**src/rtl/aux_bridge_pkg.sv**
```systemverilog
package aux_bridge_pkg;

    // command codes; bit 0 marks a read, bit 2 marks the MOT forms
    localparam logic [2:0] CMD_NAT_WR = 3'd0;
    localparam logic [2:0] CMD_NAT_RD = 3'd1;
    localparam logic [2:0] CMD_I2C_WR = 3'd2;
    localparam logic [2:0] CMD_I2C_RD = 3'd3;
    localparam logic [2:0] CMD_MOT_WR = 3'd4;
    localparam logic [2:0] CMD_MOT_RD = 3'd5;

    // reply codes
    localparam logic [1:0] RSP_ACK      = 2'b00;
    localparam logic [1:0] RSP_NACK     = 2'b01;
    localparam logic [1:0] RSP_I2C_NACK = 2'b10;
    localparam logic [1:0] RSP_I2C_ACK  = 2'b11;

    // I2C primitive operations
    localparam logic [2:0] OP_IDLE     = 3'd0;
    localparam logic [2:0] OP_START_WR = 3'd1;
    localparam logic [2:0] OP_START_RD = 3'd2;
    localparam logic [2:0] OP_SEND     = 3'd3;
    localparam logic [2:0] OP_RECV     = 3'd4;
    localparam logic [2:0] OP_STOP     = 3'd5;

    typedef enum logic [1:0] {CL_NATIVE, CL_PLAIN, CL_MOT, CL_BAD} cls_t;

    typedef enum logic [2:0] {
        S_IDLE, S_NAT, S_PRESTOP, S_START, S_XFER, S_POSTSTOP, S_RESP
    } st_t;

endpackage

```
**src/rtl/aux_cmd_class.sv**
```systemverilog
module aux_cmd_class
    import aux_bridge_pkg::*;
#(
    parameter int MAX_LEN = 16,
    parameter int LEN_W   = $clog2(MAX_LEN + 1)
) (
    input  logic [2:0]       cmd,
    input  logic [LEN_W-1:0] len,
    output cls_t             cls
);
    logic len_ok;

    always_comb begin
        len_ok = (len != '0) && (len <= LEN_W'(MAX_LEN));
        unique case (cmd)
            CMD_NAT_WR, CMD_NAT_RD: cls = CL_NATIVE;
            CMD_I2C_WR, CMD_I2C_RD: cls = CL_PLAIN;
            CMD_MOT_WR, CMD_MOT_RD: cls = CL_MOT;
            default:                cls = CL_BAD;
        endcase
        if (!len_ok) cls = CL_BAD;
    end
endmodule

```
**src/rtl/aux_mot_track.sv**
```systemverilog
module aux_mot_track #(
    parameter int ADDR_W = 20
) (
    input  logic              clk,
    input  logic              rst_n,
    input  logic              open_set,
    input  logic              open_clr,
    input  logic              rec_en,
    input  logic [ADDR_W-1:0] rec_addr,
    input  logic [2:0]        rec_cmd,
    input  logic [ADDR_W-1:0] cmp_addr,
    input  logic [2:0]        cmp_cmd,
    output logic              bus_open,
    output logic              restart
);
    typedef struct packed {
        logic              open;
        logic [ADDR_W-1:0] addr;
        logic [2:0]        cmd;
    } trk_t;

    trk_t trk_d, trk_q;

    always_comb begin
        trk_d = trk_q;
        if (open_clr) trk_d.open = 1'b0;
        if (open_set) trk_d.open = 1'b1;
        if (rec_en) begin
            trk_d.addr = rec_addr;
            trk_d.cmd  = rec_cmd;
        end
    end

    always_ff @(posedge clk or negedge rst_n) begin
        if (!rst_n) trk_q <= '0;
        else        trk_q <= trk_d;
    end

    assign bus_open = trk_q.open;
    assign restart  = !trk_q.open || (cmp_addr != trk_q.addr) || (cmp_cmd != trk_q.cmd);

    AST_OPEN_EXCL: assert property (@(posedge clk) disable iff (!rst_n)
        !(open_set && open_clr));
    AST_REC_OPENS: assert property (@(posedge clk) disable iff (!rst_n)
        rec_en |=> bus_open && !restart || !$stable(cmp_addr) || !$stable(cmp_cmd) || cmp_addr != $past(rec_addr) || cmp_cmd != $past(rec_cmd));
endmodule

```
**src/rtl/aux_i2c_bridge.sv**
```systemverilog
module aux_i2c_bridge
    import aux_bridge_pkg::*;
#(
    parameter int ADDR_W   = 20,
    parameter int MAX_LEN  = 16,
    parameter int I2C_AW   = 7,
    parameter int LEN_W    = $clog2(MAX_LEN + 1),
    parameter int BUF_W    = MAX_LEN * 8
) (
    input  logic              clk,
    input  logic              rst_n,
    input  logic              req_valid,
    output logic              req_ready,
    input  logic [2:0]        req_cmd,
    input  logic [ADDR_W-1:0] req_addr,
    input  logic [LEN_W-1:0]  req_len,
    input  logic [BUF_W-1:0]  req_wdata,
    output logic              rsp_valid,
    input  logic              rsp_ready,
    output logic [1:0]        rsp_code,
    output logic [BUF_W-1:0]  rsp_rdata,
    output logic              reg_en,
    output logic              reg_we,
    output logic [ADDR_W-1:0] reg_addr,
    output logic [7:0]        reg_wdata,
    input  logic              reg_ok,
    input  logic [7:0]        reg_rdata,
    output logic              i2c_valid,
    output logic [2:0]        i2c_op,
    output logic [I2C_AW-1:0] i2c_addr,
    output logic [7:0]        i2c_wdata,
    input  logic              i2c_ready,
    input  logic              i2c_ack,
    input  logic [7:0]        i2c_rdata
);
    typedef struct packed {
        st_t               st;
        logic [2:0]        cmd;
        logic [ADDR_W-1:0] addr;
        logic [LEN_W-1:0]  len;
        logic [LEN_W-1:0]  idx;
        logic [BUF_W-1:0]  wbuf;
        logic [BUF_W-1:0]  rbuf;
        logic [1:0]        code;
    } brg_t;

    brg_t r_d, r_q;
    cls_t cls;
    logic bus_open, restart;
    logic open_set, open_clr, rec_en;
    logic rd_q, mot_q, last_q;

    aux_cmd_class #(.MAX_LEN(MAX_LEN), .LEN_W(LEN_W)) u_class (
        .cmd (req_cmd),
        .len (req_len),
        .cls (cls)
    );

    aux_mot_track #(.ADDR_W(ADDR_W)) u_track (
        .clk      (clk),
        .rst_n    (rst_n),
        .open_set (open_set),
        .open_clr (open_clr),
        .rec_en   (rec_en),
        .rec_addr (r_q.addr),
        .rec_cmd  (r_q.cmd),
        .cmp_addr (req_addr),
        .cmp_cmd  (req_cmd),
        .bus_open (bus_open),
        .restart  (restart)
    );

    assign rd_q   = r_q.cmd[0];
    assign mot_q  = r_q.cmd[2];
    assign last_q = (r_q.idx == r_q.len - 1'b1);

    always_comb begin
        r_d       = r_q;
        reg_en    = 1'b0;
        i2c_valid = 1'b0;
        i2c_op    = OP_IDLE;
        open_set  = 1'b0;
        open_clr  = 1'b0;
        rec_en    = 1'b0;
        unique case (r_q.st)
            S_IDLE: if (req_valid) begin
                r_d.cmd  = req_cmd;
                r_d.addr = req_addr;
                r_d.len  = req_len;
                r_d.wbuf = req_wdata;
                r_d.rbuf = '0;
                r_d.idx  = '0;
                unique case (cls)
                    CL_BAD:    begin r_d.code = RSP_NACK; r_d.st = S_RESP; end
                    CL_NATIVE: r_d.st = S_NAT;
                    CL_PLAIN:  r_d.st = bus_open ? S_PRESTOP : S_START;
                    default:   r_d.st = !restart ? S_XFER
                                      : (bus_open ? S_PRESTOP : S_START);
                endcase
            end
            S_NAT: begin
                reg_en = 1'b1;
                if (!reg_ok) begin
                    r_d.code = RSP_NACK;
                    r_d.st   = S_RESP;
                end else begin
                    if (rd_q) r_d.rbuf[r_q.idx*8 +: 8] = reg_rdata;
                    r_d.idx  = r_q.idx + 1'b1;
                    r_d.addr = r_q.addr + 1'b1;
                    if (last_q) begin
                        r_d.code = RSP_ACK;
                        r_d.st   = S_RESP;
                    end
                end
            end
            S_PRESTOP: begin
                i2c_valid = 1'b1;
                i2c_op    = OP_STOP;
                if (i2c_ready) begin
                    open_clr = 1'b1;
                    r_d.st   = S_START;
                end
            end
            S_START: begin
                i2c_valid = 1'b1;
                i2c_op    = rd_q ? OP_START_RD : OP_START_WR;
                if (i2c_ready) begin
                    if (i2c_ack) begin
                        open_set = 1'b1;
                        rec_en   = mot_q;
                        r_d.st   = S_XFER;
                    end else begin
                        open_clr = 1'b1;
                        r_d.code = RSP_I2C_NACK;
                        r_d.st   = S_RESP;
                    end
                end
            end
            S_XFER: begin
                i2c_valid = 1'b1;
                i2c_op    = rd_q ? OP_RECV : OP_SEND;
                if (i2c_ready) begin
                    if (!rd_q && !i2c_ack) begin
                        r_d.code = RSP_I2C_NACK;
                        r_d.st   = S_POSTSTOP;
                    end else begin
                        if (rd_q) r_d.rbuf[r_q.idx*8 +: 8] = i2c_rdata;
                        r_d.idx = r_q.idx + 1'b1;
                        if (last_q) begin
                            r_d.code = RSP_I2C_ACK;
                            r_d.st   = mot_q ? S_RESP : S_POSTSTOP;
                        end
                    end
                end
            end
            S_POSTSTOP: begin
                i2c_valid = 1'b1;
                i2c_op    = OP_STOP;
                if (i2c_ready) begin
                    open_clr = 1'b1;
                    r_d.st   = S_RESP;
                end
            end
            default: if (rsp_ready) r_d.st = S_IDLE;
        endcase
    end

    always_ff @(posedge clk or negedge rst_n) begin
        if (!rst_n) begin
            r_q    <= '0;
            r_q.st <= S_IDLE;
        end else begin
            r_q <= r_d;
        end
    end

    assign req_ready = (r_q.st == S_IDLE);
    assign rsp_valid = (r_q.st == S_RESP);
    assign rsp_code  = r_q.code;
    assign rsp_rdata = r_q.rbuf;
    assign reg_we    = !rd_q;
    assign reg_addr  = r_q.addr;
    assign reg_wdata = r_q.wbuf[r_q.idx*8 +: 8];
    assign i2c_addr  = r_q.addr[I2C_AW-1:0];
    assign i2c_wdata = r_q.wbuf[r_q.idx*8 +: 8];

    AST_RESET_IDLE: assert property (@(posedge clk) disable iff (!rst_n)
        $rose(rst_n) |-> req_ready);
    AST_RSP_HOLD: assert property (@(posedge clk) disable iff (!rst_n)
        rsp_valid && !rsp_ready |=> rsp_valid && $stable(rsp_code) && $stable(rsp_rdata));
    AST_BUSY_NO_ACCEPT: assert property (@(posedge clk) disable iff (!rst_n)
        rsp_valid |-> !req_ready);
    AST_ONE_TARGET: assert property (@(posedge clk) disable iff (!rst_n)
        !(reg_en && i2c_valid));
    AST_ADDR_STEP: assert property (@(posedge clk) disable iff (!rst_n)
        reg_en && reg_ok |=> !reg_en || reg_addr == $past(reg_addr) + 1'b1);
    AST_REJECT_ENDS: assert property (@(posedge clk) disable iff (!rst_n)
        reg_en && !reg_ok |=> !reg_en && rsp_valid && rsp_code == RSP_NACK);
    AST_STOP_OPEN: assert property (@(posedge clk) disable iff (!rst_n)
        i2c_valid && i2c_op == OP_STOP |-> bus_open);
    AST_START_CLOSED: assert property (@(posedge clk) disable iff (!rst_n)
        i2c_valid && (i2c_op == OP_START_WR || i2c_op == OP_START_RD) |-> !bus_open);
    AST_DATA_OPEN: assert property (@(posedge clk) disable iff (!rst_n)
        i2c_valid && (i2c_op == OP_SEND || i2c_op == OP_RECV) |-> bus_open);
    AST_REFUSED_START: assert property (@(posedge clk) disable iff (!rst_n)
        i2c_valid && i2c_ready && !i2c_ack && (i2c_op == OP_START_WR || i2c_op == OP_START_RD)
        |=> rsp_valid && rsp_code == RSP_I2C_NACK && !bus_open);
    AST_BAD_CMD: assert property (@(posedge clk) disable iff (!rst_n)
        req_ready && req_valid && cls == CL_BAD |=> rsp_valid && rsp_code == RSP_NACK);
endmodule

```
**config.mk**
```make
export PLATFORM = sky130hd
export DESIGN_NAME = aux_i2c_bridge
export DESIGN_NICKNAME = d
export VERILOG_FILES = /design/src/rtl/aux_bridge_pkg.sv /design/src/rtl/aux_cmd_class.sv /design/src/rtl/aux_mot_track.sv /design/src/rtl/aux_i2c_bridge.sv
export SDC_FILE = /design/constraint.sdc
export NUM_CORES = 1
export LEC_CHECK = 0
export BUFFER_PORTS_ARGS = -buffer_cell sky130_fd_sc_hd__buf_2
export CORE_MARGIN = 10
export CORE_UTILIZATION = 55
export DETAILED_ROUTE_END_ITERATION = 8
export GPL_TIMING_DRIVEN = 0
export HOLD_SLACK_MARGIN = 0.15
export MAX_ROUTING_LAYER = met4
export PLACE_DENSITY = 0.81
export SYNTH_ARGS = -nofsm -noshare
export SYNTH_HDL_FRONTEND = slang
export SYNTH_SLANG_ARGS = --single-unit
```
**constraint.sdc**
```tcl
create_clock -name clk -period 4.1 [get_ports clk]
set_input_delay 0.615 -clock clk [delete_from_list [all_inputs] [get_ports clk]]
set_output_delay 0.615 -clock clk [all_outputs]
set_load 0.01 [all_outputs]
```
==> summary.md, run 1 <==
| Metric | Value |
|---|---|
| CP required | `3.48 ns` |
| Status | `finished clean` |
| Initial antenna violation count | `5` |
| Ports | `360` |
| Post-route cell area | `19860 sq um` |
| Sequential area share after synthesis | `48.58%` |
| Die Footprint | `37080 sq um` |
| DR DRC count | `0` |
| Period utilisation layout | `94.16%` |
| Via/cell ratio | `5.722` |
| Synth Warn # | `0` |
| Critical Path AT | `3.25 ns` |
| Crit path launch type | `register` |
| Setup crit end kind | `primary output` |
| Later-pin clock latency in the skew report | `0.51 ns` |
| Setup violations, final | `0` |
| First-pass GRT wire length | `78420 um` |
| Num rows | `63` |
| Mux contribution to synthesized area | `12.10%` |
| Yosys top cell area share | `48.58%` |
| Clock Path Buffers | `3` |
| Final net count | `2217` |
| Largest family of logic cells by synthesized area | `simple AND/OR/NAND/NOR gates` |
| CTS tree | `yes` |
| Synthesized cell area | `16380 sq um` |
| Worst path max stage delay | `0.59 ns` |
| Die width | `192.6 um` |
| Layout cell share with drive strength beyond 1 | `33.19%` |
| Avg Cell Area, Syn | `10.01 sq um` |
| Routability cong. | `0.9535` |
| XOR/XNOR share of the synthesized area | `2.024%` |
| Clock sinks | `318` |
| Area leader, netlist | `dfrtp_1` |
| Crit path max fanout | `10` |
| Number of synthesized flops with an enable pin | `0` |
| Final min period | `3.861 ns` |
| Simple-Gate Fraction of Synth Area | `17.26%` |
| Root Driver | `clkbuf_16` |
| All-Layer GR Usage | `27.63%` |
| Syn_nets | `1820` |
| Async SR Flop Fraction | `100.0%` |
| Total Power | `12570 uW` |
| Fmax | `0.2590 GHz` |
| Yosys cell types | `74` |
| CTS Buf Count | `35` |
| Layout Utilization | `67.36%` |
| CP Cell Sequence | `buf_2, clkbuf_1, mux4_2, mux4_2, and2_1, buf_4, buf_2` |
| Post-CTS Resized | `0` |
| Clock slew at reported path FFs | `0.06 ns` |
| Post-route setup slack | `0.2394 ns` |
| Relative slew slack | `36.77%` |
| Core area | `29480 sq um` |
| Number of synthesized register bits | `318` |
| Gr ovfl total | `0` |
| Synth top cells by count | `nand2_1 (508), dfrtp_1 (318), buf_4 (169)` |
| Placed inst area | `18720 sq um` |
| Peak VDD IR | `0.0004348 V` |
| Worst slew pin tran | `0.9484 ns` |
| Min Hold Slack | `0.2054 ns` |
| Hold-fix buffers, CTS | `0` |
| Complex-gate fraction of the synthesized area | `9.503%` |
| Wire per inst | `20.80 um` |
| Hold Path Class | `in2async` |
| Unrepaired setup endpoints after global routing | `false` |
| Layout area overhead | `21.24%` |
| Initial core utilization | `55.56%` |
| Largest cells by area after synthesis | `dfrtp_1 (49%), nand2_1 (12%), buf_4 (7.7%)` |
| Pwr dens | `632.9 nW/um^2` |
| 1st-iter DRT viols | `1336` |
| R2R setup slack | `0.36 ns` |
| Post CTS Setup Buffer Count | `0` |
| Maxcap violations | `0` |
| Post-DP HPWL | `38520 um` |
| H-tree depth | `2` |
| Cells after Synth | `1636` |
| Largest net degree at the start of global routing | `120` |
| Most common flop cell mapped by yosys | `dfrtp_1` |
| Hold Vio Cnt, Final | `0` |
| WL final | `51010 um` |
| Slowest CP cell | `clkbuf_1` |
| Vias in the first global route | `14244` |
| Worst Clk Skew | `0.01359 ns` |
| Pleak | `0.01017 uW` |
| Path type of the worst setup path | `reg2out` |
| Final number of max-transition violations | `0` |
| Die Span Y | `192.6 um` |
| Final ANT Viol Nets | `0` |
| Place WS | `0.3964 ns` |
| Port-buffer cells | `358` |
| Routed vias | `14036` |
| Pre-Repair DR Iteration Count | `5` |
| Adder-Cell Fraction of Synth Area | `0.3819%` |
| Most common cell in the synthesized netlist | `nand2_1` |
critical path, delay by kind of cell (launching register included):
| family | cells | cell delay, ns |
|---|---|---|
| AND/OR/NAND/NOR | 1 | 0.23 |
| multiplexers | 2 | 0.94 |
| buffers and inverters | 4 | 1.17 |
| flip-flops | 1 | 0.40 |
flip-flops by register name (all words and copies together) (netlist names):
signal	cells
u_track.trk_q	23
mot_q	1
rsp_code	2
r_q	143
u_track.bus_open	1
rsp_rdata	128
reg_addr	20
cell usage in the layout (no fill, tap or decap), types with 9 or more instances in the layout:
master / netlist / final
a21oi_1: 35 / 35
a22o_1: 22 / 22
a22oi_1: 17 / 17
a31oi_1: 11 / 11
a32o_1: 43 / 43
and2_1: 12 / 12
buf_2: 11 / 368
buf_4: 169 / 169
clkbuf_1: 61 / 69
clkbuf_16: 0 / 37
clkinv_2: 0 / 9
dfrtp_1: 318 / 318
inv_1: 12 / 12
mux2_2: 25 / 25
mux2i_1: 78 / 78
mux4_2: 35 / 35
nand2_1: 508 / 508
nand3_1: 14 / 14
nand4_1: 9 / 9
nor2_1: 52 / 52
nor3_1: 9 / 9
o21ai_0: 29 / 29
xnor2_1: 12 / 12
xor2_1: 24 / 24
worst paths after layout:
kind                       cells after the start                 start                      endpoint
hold / removal                                 1                 rst_n     rsp_rdata[85]$_DFFE_PN0P_
min in group clk                               3         req_wdata[58]          r_q[188]$_DFFE_PN0P_
setup reg to reg                              12  r_q[259]$_DFFE_PN0P_     rsp_rdata[24]$_DFFE_PN0P_
setup / recovery                               7  r_q[259]$_DFFE_PN0P_                  reg_wdata[1]
max in group asynchronous                      2                 rst_n  u_track.trk_q[5]$_DFFE_PN0P_
hold reg to reg                                2  r_q[140]$_DFFE_PN0P_          r_q[140]$_DFFE_PN0P_
logic make-up after synthesis:
kind of cell             Yosys count
multiplexers                     143
buffers and inverters            264
adder cells (fa/ha/maj)            5
AO/OA/AOI/OAI                    206
AND/OR/NAND/NOR                  663
flip-flops                       318
XOR/XNOR                          37
where the power goes:
part | total (uW) | internal [uW] | switching, uW
Sequential | 4620 | 3980 | 641
Clock | 3080 | 1820 | 1260
Combinational | 4860 | 2060 | 2800
Total | 12600 | 7870 | 4700
layer usage:
metal	vias up	global-route usage, %	share of wire [%]
met2	764	44.24	49
met4	0	8.915	3.2
met3	135	4.644	8.5
met1	6878	35.35	40
li1	6259	-	-
met5	-	-	0
area by class of cell:
class | instances | area (sq um)
Buffer | 251 | 1613
Timing Repair Buffer | 360 | 1857
Inverter | 13 | 48.80
Antenna cell | 5 | 12.51
Sequential cell | 318 | 7958
Clock inverter | 11 | 83.83
Fill cell | 2344 | 9622
Tap cell | 390 | 488.0
Clock buffer | 51 | 1039
Multi-Input combinational cell | 1054 | 6760
metrics by stage:
stage	instances	setup TNS, ns
2_1_floorplan	1636	0
3_3_place_gp	2384	-1068.99
3_5_place_dp	2386	0
4_1_cts	2448	0
5_1_grt	2453	0
6_report	2453	0
Power figures use the tool's default switching activity.
==> inputs of run 2 (changes only) <==
--- a/config.mk
+++ b/config.mk
@@ -5,9 +5,10 @@
 export SDC_FILE = /design/constraint.sdc
 export NUM_CORES = 1
 export LEC_CHECK = 0
+export ABC_AREA = 1
 export BUFFER_PORTS_ARGS = -buffer_cell sky130_fd_sc_hd__buf_2
 export CORE_MARGIN = 10
-export CORE_UTILIZATION = 55
+export CORE_UTILIZATION = 56
 export DETAILED_ROUTE_END_ITERATION = 8
 export GPL_TIMING_DRIVEN = 0
 export HOLD_SLACK_MARGIN = 0.15
==> run 2 against run 1 <==
Power increased by 14%. Die area grew 4.7%. Design area is 6.2% higher. Wire length increased by 20%. Worst hold slack improved by 0.076 ns. Area after synthesis grew 7.2%. Clock power grew 3%. Register-to-register slack better by 0.06 ns. Cell count grew 31%. Sequential cell count did not move. Combinational power is 36% higher. Critical path type unchanged. Largest power group unchanged.
==> summary.md, run 2 <==
| Metric | Value |
|---|---|
| Total Power | `14350 uW` |
| Critical Path AT | `3.08 ns` |
| Setup violations, final | `0` |
| Crit path launch type | `register` |
| Post-CTS Resized | `0` |
| Area of the multi-input gates | `7232 sq um` |
| Hold Vio Cnt, Final | `0` |
| Most common flop cell mapped by yosys | `dfrtp_1` |
| Initial antenna violation count | `7` |
| Path type of the worst setup path | `reg2out` |
| Final cell count without fillers | `3203` |
| Port-buffer cells | `359` |
| Synth Warn # | `0` |
| All-Layer GR Usage | `31.52%` |
| Num rows | `64` |
| Ports | `360` |
| Core area | `30750 sq um` |
| Period utilisation layout | `90.16%` |
| Die Footprint | `38830 sq um` |
| Sequential area share after synthesis | `45.33%` |
| Largest register by flop count | `r_q` |
| Die Span Y | `197.0 um` |
| Vias in the first global route | `17590` |
| Pwr dens | `680.3 nW/um^2` |
| Relative slew slack | `45.95%` |
| Pre-Repair DR Iteration Count | `6` |
| Worst slew pin tran | `0.8108 ns` |
| Avg Cell Area, Syn | `7.394 sq um` |
| Slowest CP cell | `clkbuf_1` |
| Final ANT Viol Nets | `0` |
| Cell mode on critical path | `o21ai_0` |
| Synth top cells by count | `nand2_1 (884), dfrtp_1 (318), nor2_1 (171)` |
| 1st-iter DRT viols | `1765` |
| Routed vias | `17620` |
| Most common cell in the synthesized netlist | `nand2_1` |
| CP Cell Sequence | `buf_2, inv_1, clkbuf_1, o21ai_0, o221ai_1, o21ai_0, o21ai_0, buf_4, buf_2` |
| Fmax | `0.2705 GHz` |
| Cells after Synth | `2374` |
| Final number of max-transition violations | `0` |
| Register area | `7958 sq um` |
| Clock sinks | `318` |
| Maxcap violations | `0` |
| Gr ovfl total | `0` |
| Largest cells by area after synthesis | `dfrtp_1 (45%), nand2_1 (19%), buf_4 (7.1%)` |
| CTS tree | `yes` |
| Worst Clk Skew | `0.01176 ns` |
| Filler Cells Inserted | `2613` |
| Yosys cell types | `41` |
| WL final | `60980 um` |
| Number of synthesized register bits | `318` |
| Die width | `197.0 um` |
| Clock slew at reported path FFs | `0.06 ns` |
| Final min period | `3.697 ns` |
| Area leader, netlist | `dfrtp_1` |
| Worst path max stage delay | `0.47 ns` |
| Hold Path Class | `in2reg` |
| Async SR Flop Fraction | `100.0%` |
| Peak VDD IR | `0.0007187 V` |
| Root Driver | `clkbuf_16` |
| CTS Buf Count | `34` |
| Largest net degree at the start of global routing | `120` |
| H-tree depth | `2` |
| Wire per inst | `19.04 um` |
| Min Hold Slack | `0.2818 ns` |
| Synthesized cell area | `17550 sq um` |
| Number of synthesized flops with an enable pin | `0` |
| Crit path max fanout | `10` |
| Layout cell share with drive strength beyond 1 | `24.63%` |
| Via/cell ratio | `5.501` |
| Placed cells | `3131` |
| Post-DP HPWL | `47230 um` |
| DR DRC count | `0` |
| Initial core utilization | `57.08%` |
| Syn_nets | `2558` |
| Commonest cells after routing, fill and taps aside | `nand2_1 (884), buf_2 (393), dfrtp_1 (318)` |
| Clock Path Buffers | `3` |
| Later-pin clock latency in the skew report | `0.52 ns` |
| Yosys top cell area share | `45.33%` |
| Final net count | `2956` |
| Pleak | `0.01176 uW` |
| Setup crit end kind | `primary output` |
| Most common cell after layout, fill and taps aside | `nand2_1` |
| CP required | `3.48 ns` |
| Max reg flops | `143` |
| Layout Utilization | `68.59%` |
| Status | `finished clean` |
| First-pass GRT wire length | `94900 um` |
| Routability cong. | `0.9668` |
| Unrepaired setup endpoints after global routing | `false` |
| Layout area overhead | `20.15%` |
run 2: repair_timing:
action                                 in CTS  in global routing
buffers inserted                            0                  0
setup endpoints to repair                   0                  0
hold buffers                                1                  0
endpoints found under the hold margin      86                  0
run 2: layout make-up:
class,count,area share (%)
multi-input combinational,1610,34.29
sequential,318,37.73
clock inverter,12,0.5873
tap,396,2.349
inverter,182,3.239
timing repair buffer,362,8.875
buffer,264,7.967
clock buffer,49,4.841
antenna,10,0.1187
run 2: report_power, final:
| part | internal (uW) | switching (uW) | total, uW |
|---|---|---|---|
| clock network | 1870 | 1300 | 3170 |
| registers | 3970 | 598 | 4570 |
| logic | 2070 | 4530 | 6610 |
run 2: logic make-up after synthesis:
| kind of cell | share of synthesized area (%) |
|---|---|
| buf+inv | 13.47 |
| flops | 45.33 |
| xor+xnor | 0.3991 |
| simple gates | 30.40 |
| mux | 0.06415 |
| compound gates | 9.979 |
| fa+ha+maj | 0.3564 |
run 2: layer usage:
| metal | vias up | part of all wire (%) | global-route usage (%) |
|---|---|---|---|
| met5 | - | 0 | - |
| met4 | 0 | 3.9 | 13.24 |
| met3 | 163 | 7.6 | 5.196 |
| met2 | 881 | 48 | 51.32 |
| met1 | 8339 | 40 | 38.34 |
| li1 | 8237 | - | - |
run 2: worst max-delay path: cells and delay by family, from the launching register on:
family | cells | cell delay [ns]
AOI/OAI and AO/OA | 4 | 0.99
buffers and inverters | 5 | 1.17
DFF | 1 | 0.40
run 2: path summary, 6_finish.rpt:
check / endpoint / start / cells after the start / slack (ns)
worst max register to register: rsp_rdata[17]$_DFFE_PN0P_ / r_q[258]$_DFFE_PN0P_ / 12 / 0.42
max in group asynchronous: r_q[220]$_DFFE_PN0P_ / rst_n / 4 / 1.98
worst min-delay path: r_q[209]$_DFFE_PN0P_ / req_wdata[79] / 3 / 0.28
worst max-delay path: reg_wdata[7] / r_q[259]$_DFFE_PN0P_ / 9 / 0.40
worst min register to register: rsp_rdata[116]$_DFFE_PN0P_ / rsp_rdata[116]$_DFFE_PN0P_ / 2 / 0.48
min in group asynchronous: rsp_rdata[36]$_DFFE_PN0P_ / rst_n / 2 / 0.65
run 2: per-stage QoR:
step                      worst slack (ns)  TNS [ns]  area, sq um
after floorplan                      1.454         0        17550
after global placement              -3.440  -1081.26        19850
after detailed placement            0.5601         0        19910
after CTS                           0.5161         0        21070
after global routing                0.2582         0        21080
final                               0.4034         0        21090
